### config.mk
export PLATFORM = sky130hd
export DESIGN_NAME = extBusSeq
export DESIGN_NICKNAME = d
export VERILOG_FILES = /design/src/rtl/extBusPkg.sv /design/src/rtl/ebsCtl.sv /design/src/rtl/ebsDp.sv /design/src/rtl/extBusSeq.sv
export SDC_FILE = /design/constraint.sdc
export NUM_CORES = 1
export LEC_CHECK = 0
export ABC_AREA = 1
export BUFFER_PORTS_ARGS = -buffer_cell sky130_fd_sc_hd__buf_2
export CORE_ASPECT_RATIO = 1.4
export CORE_MARGIN = 4
export CORE_UTILIZATION = 52
export DETAILED_ROUTE_END_ITERATION = 6
export GPL_ROUTABILITY_DRIVEN = 0
export GPL_TIMING_DRIVEN = 0
export PLACE_DENSITY_LB_ADDON = 0.12
export SLEW_MARGIN = 10
export SYNTH_ARGS = -nofsm -noshare
export SYNTH_HDL_FRONTEND = slang
export SYNTH_HIERARCHICAL = 1
export SYNTH_SLANG_ARGS = --single-unit
### constraint.sdc
create_clock -name clk -period 2.5 [get_ports clk]
set_clock_uncertainty 0.2 [all_clocks]
set_input_delay 0.25 -clock clk [delete_from_list [all_inputs] [get_ports clk]]
set_output_delay 0.25 -clock clk [all_outputs]
set_load 0.01 [all_outputs]
### src/rtl/extBusPkg.sv
package extBusPkg;
  localparam int CYC_LEN = 12;
  localparam int PH_W = $clog2(CYC_LEN);
  localparam int ALE_LEN = 2;
  localparam int HALF = CYC_LEN / 2;
  localparam int STRB_LEN = 6;

  localparam logic [PH_W-1:0] PH_LAST     = PH_W'(CYC_LEN - 1);
  localparam logic [PH_W-1:0] PH_ALE_END  = PH_W'(ALE_LEN);
  localparam logic [PH_W-1:0] PH_HALF     = PH_W'(HALF);
  localparam logic [PH_W-1:0] PH_ALE2_END = PH_W'(HALF + ALE_LEN);
  localparam logic [PH_W-1:0] PH_PSEN_A   = PH_W'(ALE_LEN + 1);
  localparam logic [PH_W-1:0] PH_PSEN_B   = PH_W'(HALF + ALE_LEN + 1);
  localparam logic [PH_W-1:0] PH_STRB_A   = PH_W'(ALE_LEN + 3);
  localparam logic [PH_W-1:0] PH_STRB_Z   = PH_W'(ALE_LEN + 3 + STRB_LEN - 1);

  typedef struct packed {
    logic ale;
    logic psenN;
    logic rdN;
    logic wrN;
    logic driveAddr;
    logic driveData;
    logic startCyc;
    logic sampleRd;
  } strobeT;
endpackage

### src/rtl/ebsCtl.sv
module ebsCtl
  import extBusPkg::*;
(
  input  logic   clk,
  input  logic   rstN,
  input  logic   reqValid,
  input  logic   reqWrite,
  input  logic   extFetch,
  input  logic   aleOff,
  input  logic   tableRead,
  output strobeT strb
);
  logic [PH_W-1:0] phaseQ, phN;
  logic dataQ, wrQ, fetchQ, aoQ, tblQ;
  logic dN, wN, fN, aoN, tN, boundary;
  logic inFirst, inSecond, aleEn, strbWin;
  logic aleD, psenND, rdND, wrND, drvAD, drvDD;
  logic aleQ, psenNQ, rdNQ, wrNQ, drvAQ, drvDQ;

  always_comb begin
    boundary = (phaseQ == PH_LAST);
    phN      = boundary ? '0 : phaseQ + PH_W'(1);
    dN  = boundary ? reqValid  : dataQ;
    wN  = boundary ? reqWrite  : wrQ;
    fN  = boundary ? extFetch  : fetchQ;
    aoN = boundary ? aleOff    : aoQ;
    tN  = boundary ? tableRead : tblQ;
    inFirst  = (phN < PH_ALE_END);
    inSecond = (phN >= PH_HALF) && (phN < PH_ALE2_END);
    aleEn    = dN || fN || !aoN || tN;
    strbWin  = (phN >= PH_STRB_A) && (phN <= PH_STRB_Z);
    aleD   = aleEn && (inFirst || (!dN && inSecond));
    psenND = !(fN && !dN && (((phN >= PH_PSEN_A) && (phN < PH_HALF)) || (phN >= PH_PSEN_B)));
    rdND   = !(dN && !wN && strbWin);
    wrND   = !(dN && wN && strbWin);
    drvAD  = (dN && inFirst) || (fN && !dN && (inFirst || inSecond));
    drvDD  = dN && wN && (phN >= PH_ALE_END);
  end

  always_ff @(posedge clk or negedge rstN) begin
    if (!rstN) begin
      phaseQ <= PH_LAST;
      dataQ <= 1'b0; wrQ <= 1'b0; fetchQ <= 1'b0; aoQ <= 1'b0; tblQ <= 1'b0;
      aleQ <= 1'b0; psenNQ <= 1'b1; rdNQ <= 1'b1; wrNQ <= 1'b1;
      drvAQ <= 1'b0; drvDQ <= 1'b0;
    end else begin
      phaseQ <= phN;
      dataQ <= dN; wrQ <= wN; fetchQ <= fN; aoQ <= aoN; tblQ <= tN;
      aleQ <= aleD; psenNQ <= psenND; rdNQ <= rdND; wrNQ <= wrND;
      drvAQ <= drvAD; drvDQ <= drvDD;
    end
  end

  always_comb begin
    strb.ale       = aleQ;
    strb.psenN     = psenNQ;
    strb.rdN       = rdNQ;
    strb.wrN       = wrNQ;
    strb.driveAddr = drvAQ;
    strb.driveData = drvDQ;
    strb.startCyc  = boundary;
    strb.sampleRd  = dataQ && !wrQ && (phaseQ == PH_STRB_Z);
  end

  // strobes never overlap
  a_r9_one_strobe: assert property (@(posedge clk) disable iff (!rstN)
    $countones({aleQ, !psenNQ, !rdNQ, !wrNQ}) <= 1);
  // each latch pulse spans two clocks
  a_r1_ale_two_clocks: assert property (@(posedge clk) disable iff (!rstN)
    $fell(aleQ) |-> $past(aleQ, 2));
  // program strobe opens one clock after the latch pulse ends
  a_r3_psen_after_ale: assert property (@(posedge clk) disable iff (!rstN)
    $fell(psenNQ) |-> ($past(aleQ, 2) && !$past(aleQ)));
  // data strobes open three clocks after the latch pulse ends
  a_r5_strobe_delay: assert property (@(posedge clk) disable iff (!rstN)
    ($fell(rdNQ) || $fell(wrNQ)) |-> ($past(aleQ, 4) && !$past(aleQ, 3)));
  // data strobes last six clocks
  a_r6_strobe_width: assert property (@(posedge clk) disable iff (!rstN)
    ($rose(rdNQ) || $rose(wrNQ)) |-> ($past(rdNQ && wrNQ, 7) && !$past(rdNQ && wrNQ, 6)));
  // no second latch pulse inside a data cycle
  a_r2_no_second_ale: assert property (@(posedge clk) disable iff (!rstN)
    ($rose(rdNQ) || $rose(wrNQ)) |-> !$past(aleQ, 4));
endmodule

### src/rtl/ebsDp.sv
module ebsDp
  import extBusPkg::*;
#(
  parameter int ADDR_W = 16,
  parameter int DATA_W = 8
) (
  input  logic                     clk,
  input  logic                     rstN,
  input  strobeT                   strb,
  input  logic                     reqValid,
  input  logic                     reqWide,
  input  logic [ADDR_W-1:0]        reqAddr,
  input  logic [DATA_W-1:0]        reqWrData,
  input  logic                     extFetch,
  input  logic [ADDR_W-1:0]        fetchAddr,
  input  logic [ADDR_W-DATA_W-1:0] portLatch,
  input  logic [DATA_W-1:0]        busIn,
  output logic [DATA_W-1:0]        busOut,
  output logic                     busOe,
  output logic [ADDR_W-DATA_W-1:0] addrHi,
  output logic [DATA_W-1:0]        rdData,
  output logic                     rdValid
);
  localparam int HI_W = ADDR_W - DATA_W;

  logic              dpData, dpWide, dpFetch;
  logic [ADDR_W-1:0] dAddr, fAddr;
  logic [DATA_W-1:0] wData, lowAddr;

  always_ff @(posedge clk or negedge rstN) begin
    if (!rstN) begin
      dpData <= 1'b0; dpWide <= 1'b0; dpFetch <= 1'b0;
      dAddr <= '0; fAddr <= '0; wData <= '0;
    end else if (strb.startCyc) begin
      dpData  <= reqValid;
      dpWide  <= reqWide;
      dpFetch <= extFetch;
      dAddr   <= reqAddr;
      fAddr   <= fetchAddr;
      wData   <= reqWrData;
    end
  end

  always_ff @(posedge clk or negedge rstN) begin
    if (!rstN) begin
      rdData  <= '0;
      rdValid <= 1'b0;
    end else begin
      rdValid <= strb.sampleRd;
      if (strb.sampleRd) rdData <= busIn;
    end
  end

  always_comb begin
    lowAddr = dpData ? dAddr[DATA_W-1:0] : fAddr[DATA_W-1:0];
    busOe   = strb.driveAddr || strb.driveData;
    if (strb.driveAddr)      busOut = lowAddr;
    else if (strb.driveData) busOut = wData;
    else                     busOut = '0;
    if (dpData)       addrHi = dpWide ? dAddr[ADDR_W-1:DATA_W] : portLatch;
    else if (dpFetch) addrHi = fAddr[ADDR_W-1:DATA_W];
    else              addrHi = portLatch;
  end

  logic [HI_W-1:0] unusedHi;
  assign unusedHi = '0;

  // bus released while the read strobe is low
  a_r5_bus_free_on_read: assert property (@(posedge clk) disable iff (!rstN)
    !strb.rdN |-> !busOe);
  // write data driven and steady through the write strobe
  a_r6_wdata_held: assert property (@(posedge clk) disable iff (!rstN)
    (!strb.wrN && $past(!strb.wrN)) |-> (busOe && $stable(busOut)));
  // read valid is a single-clock pulse
  a_r5_rdvalid_single: assert property (@(posedge clk) disable iff (!rstN)
    rdValid |=> !rdValid);
endmodule

### src/rtl/extBusSeq.sv
module extBusSeq
  import extBusPkg::*;
#(
  parameter int ADDR_W = 16,
  parameter int DATA_W = 8
) (
  input  logic                     clk,
  input  logic                     rstN,
  input  logic                     reqValid,
  input  logic                     reqWrite,
  input  logic                     reqWide,
  input  logic [ADDR_W-1:0]        reqAddr,
  input  logic [DATA_W-1:0]        reqWrData,
  input  logic                     extFetch,
  input  logic                     tableRead,
  input  logic                     aleOff,
  input  logic [ADDR_W-1:0]        fetchAddr,
  input  logic [ADDR_W-DATA_W-1:0] portLatch,
  input  logic [DATA_W-1:0]        busIn,
  output logic                     aleOut,
  output logic                     psenN,
  output logic                     rdN,
  output logic                     wrN,
  output logic [DATA_W-1:0]        busOut,
  output logic                     busOe,
  output logic [ADDR_W-DATA_W-1:0] addrHi,
  output logic [DATA_W-1:0]        rdData,
  output logic                     rdValid
);
  strobeT strb;

  ebsCtl u_ctl (
    .clk(clk), .rstN(rstN), .reqValid(reqValid), .reqWrite(reqWrite),
    .extFetch(extFetch), .aleOff(aleOff), .tableRead(tableRead), .strb(strb)
  );

  ebsDp #(.ADDR_W(ADDR_W), .DATA_W(DATA_W)) u_dp (
    .clk(clk), .rstN(rstN), .strb(strb), .reqValid(reqValid), .reqWide(reqWide),
    .reqAddr(reqAddr), .reqWrData(reqWrData), .extFetch(extFetch),
    .fetchAddr(fetchAddr), .portLatch(portLatch), .busIn(busIn),
    .busOut(busOut), .busOe(busOe), .addrHi(addrHi), .rdData(rdData),
    .rdValid(rdValid)
  );

  assign aleOut = strb.ale;
  assign psenN  = strb.psenN;
  assign rdN    = strb.rdN;
  assign wrN    = strb.wrN;
endmodule

Yosys cells after proc, flatten, opt, wreduce, memory -nomap -nowiden --
Index checks and enable logic that the tools add are counted.
Storage, ports and cells: bits in registers 67, input bits 64, output and inout bits 30, logic and storage cells 75
Cells by class: add/subtract/negate cells 1, order comparisons 9, eq/ne operators 2, multiplexer cells 12, reduce and logical (&&, ||, !) cells 31
Operators by type and width (number):
- 2-to-1 mux 8 bit | 6
- logical AND 1 bit | 16
- equality test 4 bit (second input constant) | 2
- greater-or-equal comparator 4 x 2 -> 1 bit (second input constant) | 2
- greater-or-equal comparator 4 x 3 -> 1 bit (second input constant) | 2
- logical OR 1 bit | 8
- logical NOT 1 bit | 7
- 2-to-1 mux 1 bit | 5
- adder 4 x 1 -> 4 bit (second input constant) | 1
- greater-or-equal comparator 4 bit (second input constant) | 1
- <= comparator 4 bit (second input constant) | 1
- < comparator 4 x 2 -> 1 bit (second input constant) | 1
- < comparator 4 x 3 -> 1 bit (second input constant) | 1
- < comparator 4 bit (second input constant) | 1
- 2-to-1 mux 4 bit | 1

Depth between registers and ports, before layout --
Gate-level depths: netlist of the first run.
word-level depth 7, mapped depth 9, depth with buffers taken out 9

Hierarchy --
Netlist of the first run, hierarchy kept.
By module, submodules not included:
- ebsDp | times used 1, cells an instance 328, area each 2506.2 um^2, seq. area each 1301.2 um^2
- ebsCtl | times used 1, cells an instance 94, area each 788.3 um^2, seq. area each 382.9 um^2

Least setup slack after synthesis of the first run --
OpenSTA, ideal clock, no wires.
kind register to register, from register u_ctl.phaseQ[1], to register u_dp.dAddr[10], library setup time 0.083 ns, data arrival time 1.499 ns, required time 2.217 ns, slack 0.718 ns, cell stages (with the launch flop) 9, path buffers 3, period minus slack after synthesis 1.782 ns, cell sequence dfstp_2 > ha_1 > nand3_4 > inv_2 > buf_4 > buf_6 > buf_6 > nand2_1 > o21ai_0
On the way: word-level cells in the longest chain between the ends 1
RTL lines:
- start, declared | line ebsCtl.sv:13 | logic [PH_W-1:0] phaseQ, phN;
- start signal, assigned | line ebsCtl.sv:47 | phaseQ <= phN;
- equality test 4 bit | line ebsCtl.sv:21 | boundary = (phaseQ == PH_LAST);
- net u_ctl.boundary | line ebsCtl.sv:15 | logic dN, wN, fN, aoN, tN, boundary;
- end signal, assigned | line ebsDp.sv:38 | dAddr <= reqAddr;
- end, declared | line ebsDp.sv:27 | logic [ADDR_W-1:0] dAddr, fAddr;
The timed path passes the listed nets, and every way through them passes these cells. A chain may end at the register's enable or synchronous reset.

Final worst setup path of the first run --
from register u_ctl.phaseQ[1], to register u_dp.fAddr[4]
On the way: word-level cells in the longest chain between the ends 1
RTL lines:
- equality test 4 bit | line ebsCtl.sv:21
- net u_ctl.boundary | line ebsCtl.sv:15
- end signal, assigned | line ebsDp.sv:39 | fAddr <= fetchAddr;
- end, declared | line ebsDp.sv:27
The timed path passes the listed nets, and every way through them passes these cells.

==> results of run 1 <==
==> Yosys cell counts <==
master,number,share of area (%)
inv_4,1,0.19
dfrtp_1,61,46
buf_2,4,0.61
inv_2,4,0.46
inv_1,72,8.2
nand3_4,1,0.53
nor2_1,7,0.80
ha_1,3,1.1
nor2_4,1,0.34
nand4_1,3,0.57
o21ai_2,1,0.27
nand3_2,1,0.30
a21oi_1,3,0.46
dfstp_2,6,4.8
clkbuf_2,4,0.61
nand3_1,30,4.6
o21ai_1,12,1.8
nand2_2,2,0.38
buf_6,6,2.1
o21ai_0,43,6.5
and2_1,1,0.19
buf_4,9,2.1
or2_2,1,0.19
nand2_1,146,17
==> cells by family after synthesis <==
family          Yosys count  synth area share [%]
simple gates            193                 24.50
buf+inv                 100                 14.17
flops                    67                 51.12
compound gates           59                 9.077
fa+ha+maj                 3                 1.140
==> through the flow <==
step / instances / setup slack [ps] / util (%)
3_3_place_gp: 587 / 533.2 / 62.41
4_1_cts: 659 / 456.7 / 74.34
3_5_place_dp: 588 / 490.6 / 62.90
6_report: 659 / 426.0 / 74.34
5_1_grt: 659 / 313.6 / 74.34
2_1_floorplan: 422 / 718.1 / -
==> registers in the layout, summed over array words and instances (netlist names), 4 cells and up <==
| register | flops |
|---|---|
| u_ctl/phaseQ | 4 |
| u_dp/rdData | 8 |
| u_dp/wData | 8 |
| u_dp/fAddr | 16 |
| u_dp/dAddr | 16 |
==> worst max-delay path by stage <==
stage	start	endpoint	slack [ps]	cells past startpoint
after floorplan	u_ctl/phaseQ[1]	u_dp/dAddr[10]	720	8
after global placement	u_ctl/phaseQ[1]	u_dp/fAddr[7]	530	8
after detailed placement	u_ctl/phaseQ[1]	u_dp/dAddr[13]	490	8
after CTS	u_ctl/phaseQ[1]	u_dp/dAddr[0]	460	8
after global routing	u_ctl/phaseQ[1]	u_dp/fAddr[4]	310	8
final	u_ctl/phaseQ[1]	u_dp/fAddr[4]	430	8
==> routing by layer <==
layer	up-vias	track usage, %	routed length, um
met1	1420	28.96	3377
li1	1601	-	-
met4	0	10.63	227
met2	102	39.73	4309
met5	-	0	0
met3	20	4.429	490
==> worst reg2reg max path, delay by kind of cell, from the launching register on <==
| kind | cells | cell delay (ps) |
|---|---|---|
| flip-flops | 1 | 570 |
| AND/OR/NAND/NOR | 2 | 260 |
| buffers and inverters | 4 | 570 |
| adder cells (fa/ha/maj) | 1 | 300 |
| AO/OA/AOI/OAI | 1 | 100 |
==> power breakdown <==
group | switching [uW] | total, uW | internal, uW
sequential | 19.6 | 1160 | 1140
clock | 387 | 741 | 354
combinational | 172 | 343 | 171
==> area by class of cell <==
class	count	area [sq um]	area share [%]
flip-flops and latches	67	1684	36.73
multi-input cells	255	1144	24.94
repair buffers	149	1046	22.81
inverters	77	291.5	6.357
plain buffers	23	175.2	3.820
clock buffers	12	135.1	2.947
well taps	72	90.09	1.965
clock inverters	4	20.02	0.4366
==> impl_metrics.toml, run 1 <==
[critical_path]
path_buf_inv = 4
worst_ep_required_time_ps = 2550
r2r_slack_ps = 430
end_kind = "flip-flop"
start_kind = "flip-flop"
slowest_delay_ps = 570
reg2reg_depth = 8
crit_family = "buffers and inverters"
worstPathMaxFanout = 10
worstReg2RegEnd = "u_dp/fAddr[4]"
critical_path_class = "reg2reg"
timing.rr.start = "u_ctl/phaseQ[1]"
cp_cell_sequence = "ha_1 -> nand3_4 -> inv_2 -> buf_4 -> buf_6 -> buf_6 -> nand2_1 -> o21ai_0"
arrival_ps = 2130
crit_path_frequent_cell = "buf_6"
cp_slowest_cell = "dfstp_2"

[die]
die_height_um = 102.2
rows = 34
initial_core_util_pct = 53.41
die_w_um = 75.27
io_pins = 94
dieArea_sq_um = 7691
fp.coreArea_sq_um = 6168

[sta]
worst_pin_slew_ps = 458.4
hold_ws_ps = 126.3
hold_violations = 0
final.period_utilization_pct = 82.96
drv_slew = 0
rsz0062_at_grt = "no"
period_needed_ps = 2074
maxSlewHeadroom_pct = 69.33
fmax_ghz = 0.4822
finalSetupViolations = 0
finalSetupTns_ps = 0

[place]
post_dp_cell_area_sq_um = 3880
dp_hpwl_mm = 5.674
port_buffers = 93

[synth]
synth-seq-area-share_pct = 51.12
yosys_warnings = 6
synth-seq-cells = 67
syn_avg_cell_area_sq_um = 7.807
syn_nets = 489
synth_cells = 422
synth_cell_type_count = 24
synth_area_sq_um = 3294

[cts]
cts.root.buffer_cell = "clkbuf_8"
post_cts_resized = 0
cts_tree = "built"
clkLatencyLatePin_ps = 340
clkSlewWorstSetupHoldPaths_ps = 80
post_cts_buffers = 0
cts_max_level = 3
clock_sinks = 67
cts-buffers-inserted = 9
postCtsHoldBufs = 55
clk_path_buf_depth = 2

[route]
drtPass1Iterations = 4
drtIter0Drc = 178
drt_wl_total_mm = 8.406
viasPerCell = 4.769
wire_per_inst_um = 12.76
ant_nets = 0
num_vias = 3143
post-route-drc-count = 0

[grt]
grt_usage_pct = 23.58
antenna_found_initial = 0
grt_overflow_total = 0
grt_pass1_wl_mm = 13.76
grt_max_degree = 50
grt_pass1_vias = 3060

[cells_and_area]
final_area_sq_um = 4586
final_cell_mix = "146 x nand2_1, 96 x buf_2, 72 x inv_1"
n_antenna_cell = 0
area_delta_synth_final_pct = 39.19
final_common_cell = "nand2_1"
final_nets = 649
fill_cells = 489
drive_gt1_share_pct = 25.21

[status]
outcome = "complete, no violations"

[power_and_ir_drop]
total_power_uw = 2242
ir_drop_mv = 0.3547
p_leak_uw = 0.002448
powerDensity_nw_per_um2 = 488.8

[min_path]
hold_class = "in2async"

[job]
cap_viol_max_count = 0
Note: power is estimated with default switching activity, not from simulation.
==> inputs of run 2 (changes only) <==
--- a/config.mk
+++ b/config.mk
@@ -9,7 +9,7 @@
 export BUFFER_PORTS_ARGS = -buffer_cell sky130_fd_sc_hd__buf_2
 export CORE_ASPECT_RATIO = 1.4
 export CORE_MARGIN = 4
-export CORE_UTILIZATION = 52
+export CORE_UTILIZATION = 47
 export DETAILED_ROUTE_END_ITERATION = 6
 export GPL_ROUTABILITY_DRIVEN = 0
 export GPL_TIMING_DRIVEN = 0
==> constraint.sdc (replaced) <==
create_clock -name clk -period 1.7 [get_ports clk]
set_clock_uncertainty 0.2 [all_clocks]
set_input_delay 0.17 -clock clk [delete_from_list [all_inputs] [get_ports clk]]
set_output_delay 0.17 -clock clk [all_outputs]
set_load 0.01 [all_outputs]
==> run 2 against run 1 <==
  * The flow now finishes with violations (negative setup slack)
  * Maximum frequency up 16%
  * Global-route usage down 0.11 points
  * Highest routed layer unchanged
  * Via count up 11%
  * Setup slack worse by 510 ps
  * Critical endpoint is now u_dp/wData[3]
  * Hold slack worse by 31 ps
  * Sequential power up 47%
  * Clock-buffer cell count down 1
==> impl_metrics.toml, run 2 (synthesized netlist as in run 1, its figures left out) <==
[sta]
period_needed_ps = 1786
hold_violations = 0
worst_pin_slew_ps = 412.2
fmax_ghz = 0.5598
final.period_utilization_pct = 105.1
finalSetupViolations = 57
worst_slack_ps = -86.25
hold_ws_ps = 95.27
maxSlewHeadroom_pct = 72.52
rsz0062_at_grt = "yes"
drv_slew = 0

[grt]
grt_usage_pct = 23.47
grt_max_degree = 39
grt_pass1_wl_mm = 15.40
grt_overflow_total = 0
antenna_found_initial = 0
grt_pass1_vias = 3351

[power_and_ir_drop]
ir_drop_mv = 0.5049
total_power_uw = 3623
p_sw_share_pct = 26.63
powerDensity_nw_per_um2 = 662.5
p_clk_share_pct = 35.4
p_leak_uw = 0.002812
p_comb_share_pct = 17.4
p_int_uw = 2658
seq_power_share_pct = 47.2
p_sw_uw = 964.8

[critical_path]
reg2reg_depth = 8
critical_path_class = "reg2reg"
worstSetupStartpoint = "u_ctl/phaseQ[1]"
r2r_slack_ps = -90
timing.rr.start = "u_ctl/phaseQ[1]"
worst_ep_required_time_ps = 1770
worstReg2RegEnd = "u_dp/wData[3]"
end_kind = "flip-flop"
start_kind = "flip-flop"
arrival_ps = 1860
worstPathMaxFanout = 6

[place]
dp_hpwl_mm = 5.883
post_dp_cell_area_sq_um = 3910
post-place-ws_ps = -235.5
port_buffers = 93
place_inst = 608

[die]
die_w_um = 78.76
io_pins = 94
dieArea_sq_um = 8432
rows = 35
die_height_um = 107.1
initial_core_util_pct = 49.17
fp.coreArea_sq_um = 6700

[cells_and_area]
final_cell_mix = "92 x nand2_1, 89 x buf_2, 70 x inv_1"
seq_area_sq_um = 1685
final_nets = 674
fill_cells = 406
drive_gt1_share_pct = 44.93
final_common_cell = "nand2_1"
n_antenna_cell = 0
reg_top3 = "u_dp/dAddr: 16 flops, u_dp/fAddr: 16 flops"
stdcell_count = 704
final_area_sq_um = 5468
area_delta_synth_final_pct = 65.97
multi_input_area_sq_um = 1551

[cts]
clk_path_buf_depth = 2
clock_sinks = 67
clkSlewWorstSetupHoldPaths_ps = 80
cts-buffers-inserted = 9
clkLatencyLatePin_ps = 340
cts.root.buffer_cell = "clkbuf_8"
cts_tree = "built"
cts_max_level = 3

[route]
post-route-drc-count = 0
drtPass1Iterations = 5
wire_per_inst_um = 15.11
drt_wl_total_mm = 10.64
num_vias = 3491
ant_nets = 0
drtIter0Drc = 170
viasPerCell = 4.959

[job]
cap_viol_max_count = 0

[min_path]
hold_class = "in2async"

[status]
violations = "negative setup slack"
outcome = "finished, violations left"
run 2: power by group through the flow:
stage                     clock network (uW)  registers (uW)  logic, uW
after floorplan                            0            1740        185
after global placement                     0            1730        393
after detailed placement                   0            1730        406
after CTS                               1300            1710        558
after global routing                    1360            1720        687
final                                   1280            1710        629
run 2: how the worst max path moves through the flow:
| stage | slack, ps | endpoint | cells after the start |
|---|---|---|---|
| finish | -90 | u_dp/wData[3] | 8 |
| global route | -140 | u_dp/dAddr[6] | 8 |
| CTS | -60 | busOut[5] | 7 |
| detailed placement | -240 | u_dp/rdData[6] | 5 |
| global placement | -210 | u_dp/rdData[5] | 5 |
| floorplan | 30 | u_dp/dAddr[10] | 8 |
run 2: layout make-up:
cell class | count | share of cell area, %
plain buffers | 19 | 3.822
clock buffers | 11 | 2.403
clock inverters | 5 | 0.9840
inverters | 77 | 5.561
multi-input cells | 255 | 28.38
flip-flops and latches | 67 | 30.82
well taps | 92 | 2.105
repair buffers | 177 | 25.79
repair inverters | 1 | 0.1373
run 2: metrics by stage:
stage	setup TNS, ps	utilization [%]
6_report	-1635	81.61
5_1_grt	-5937	81.61
4_1_cts	-1128	75.11
3_5_place_dp	-7693	58.36
3_3_place_gp	-10330	58.02
2_1_floorplan	0	-
run 2: critical path: stages (launching register included):
cell and delay (ps):
dfstp_2 590, ha_4 160, nand3_4 110, inv_4 80, buf_6 130, buf_12 140
clkbuf_16 150, nand2_2 50, o21ai_1 90
run 2: repair_timing:
action | in CTS | in global routing
buffers inserted | 13 | 7
gates cloned | 3 | 6
hold endpoints to repair | 121 | 0
resized for setup | 92 | 94
setup endpoints to repair | 71 | 73
hold buffers | 55 | 0
pin swaps | 17 | 30
run 2: metal layers:
metal | global-route usage, % | vias to the layer above | part of all wire (%)
li1 | - | 1652 | -
met1 | 25.90 | 1688 | 36
met2 | 42.53 | 119 | 55
met3 | 4.286 | 32 | 4.4
met4 | 11.63 | 0 | 3.8
met5 | 0 | - | 0
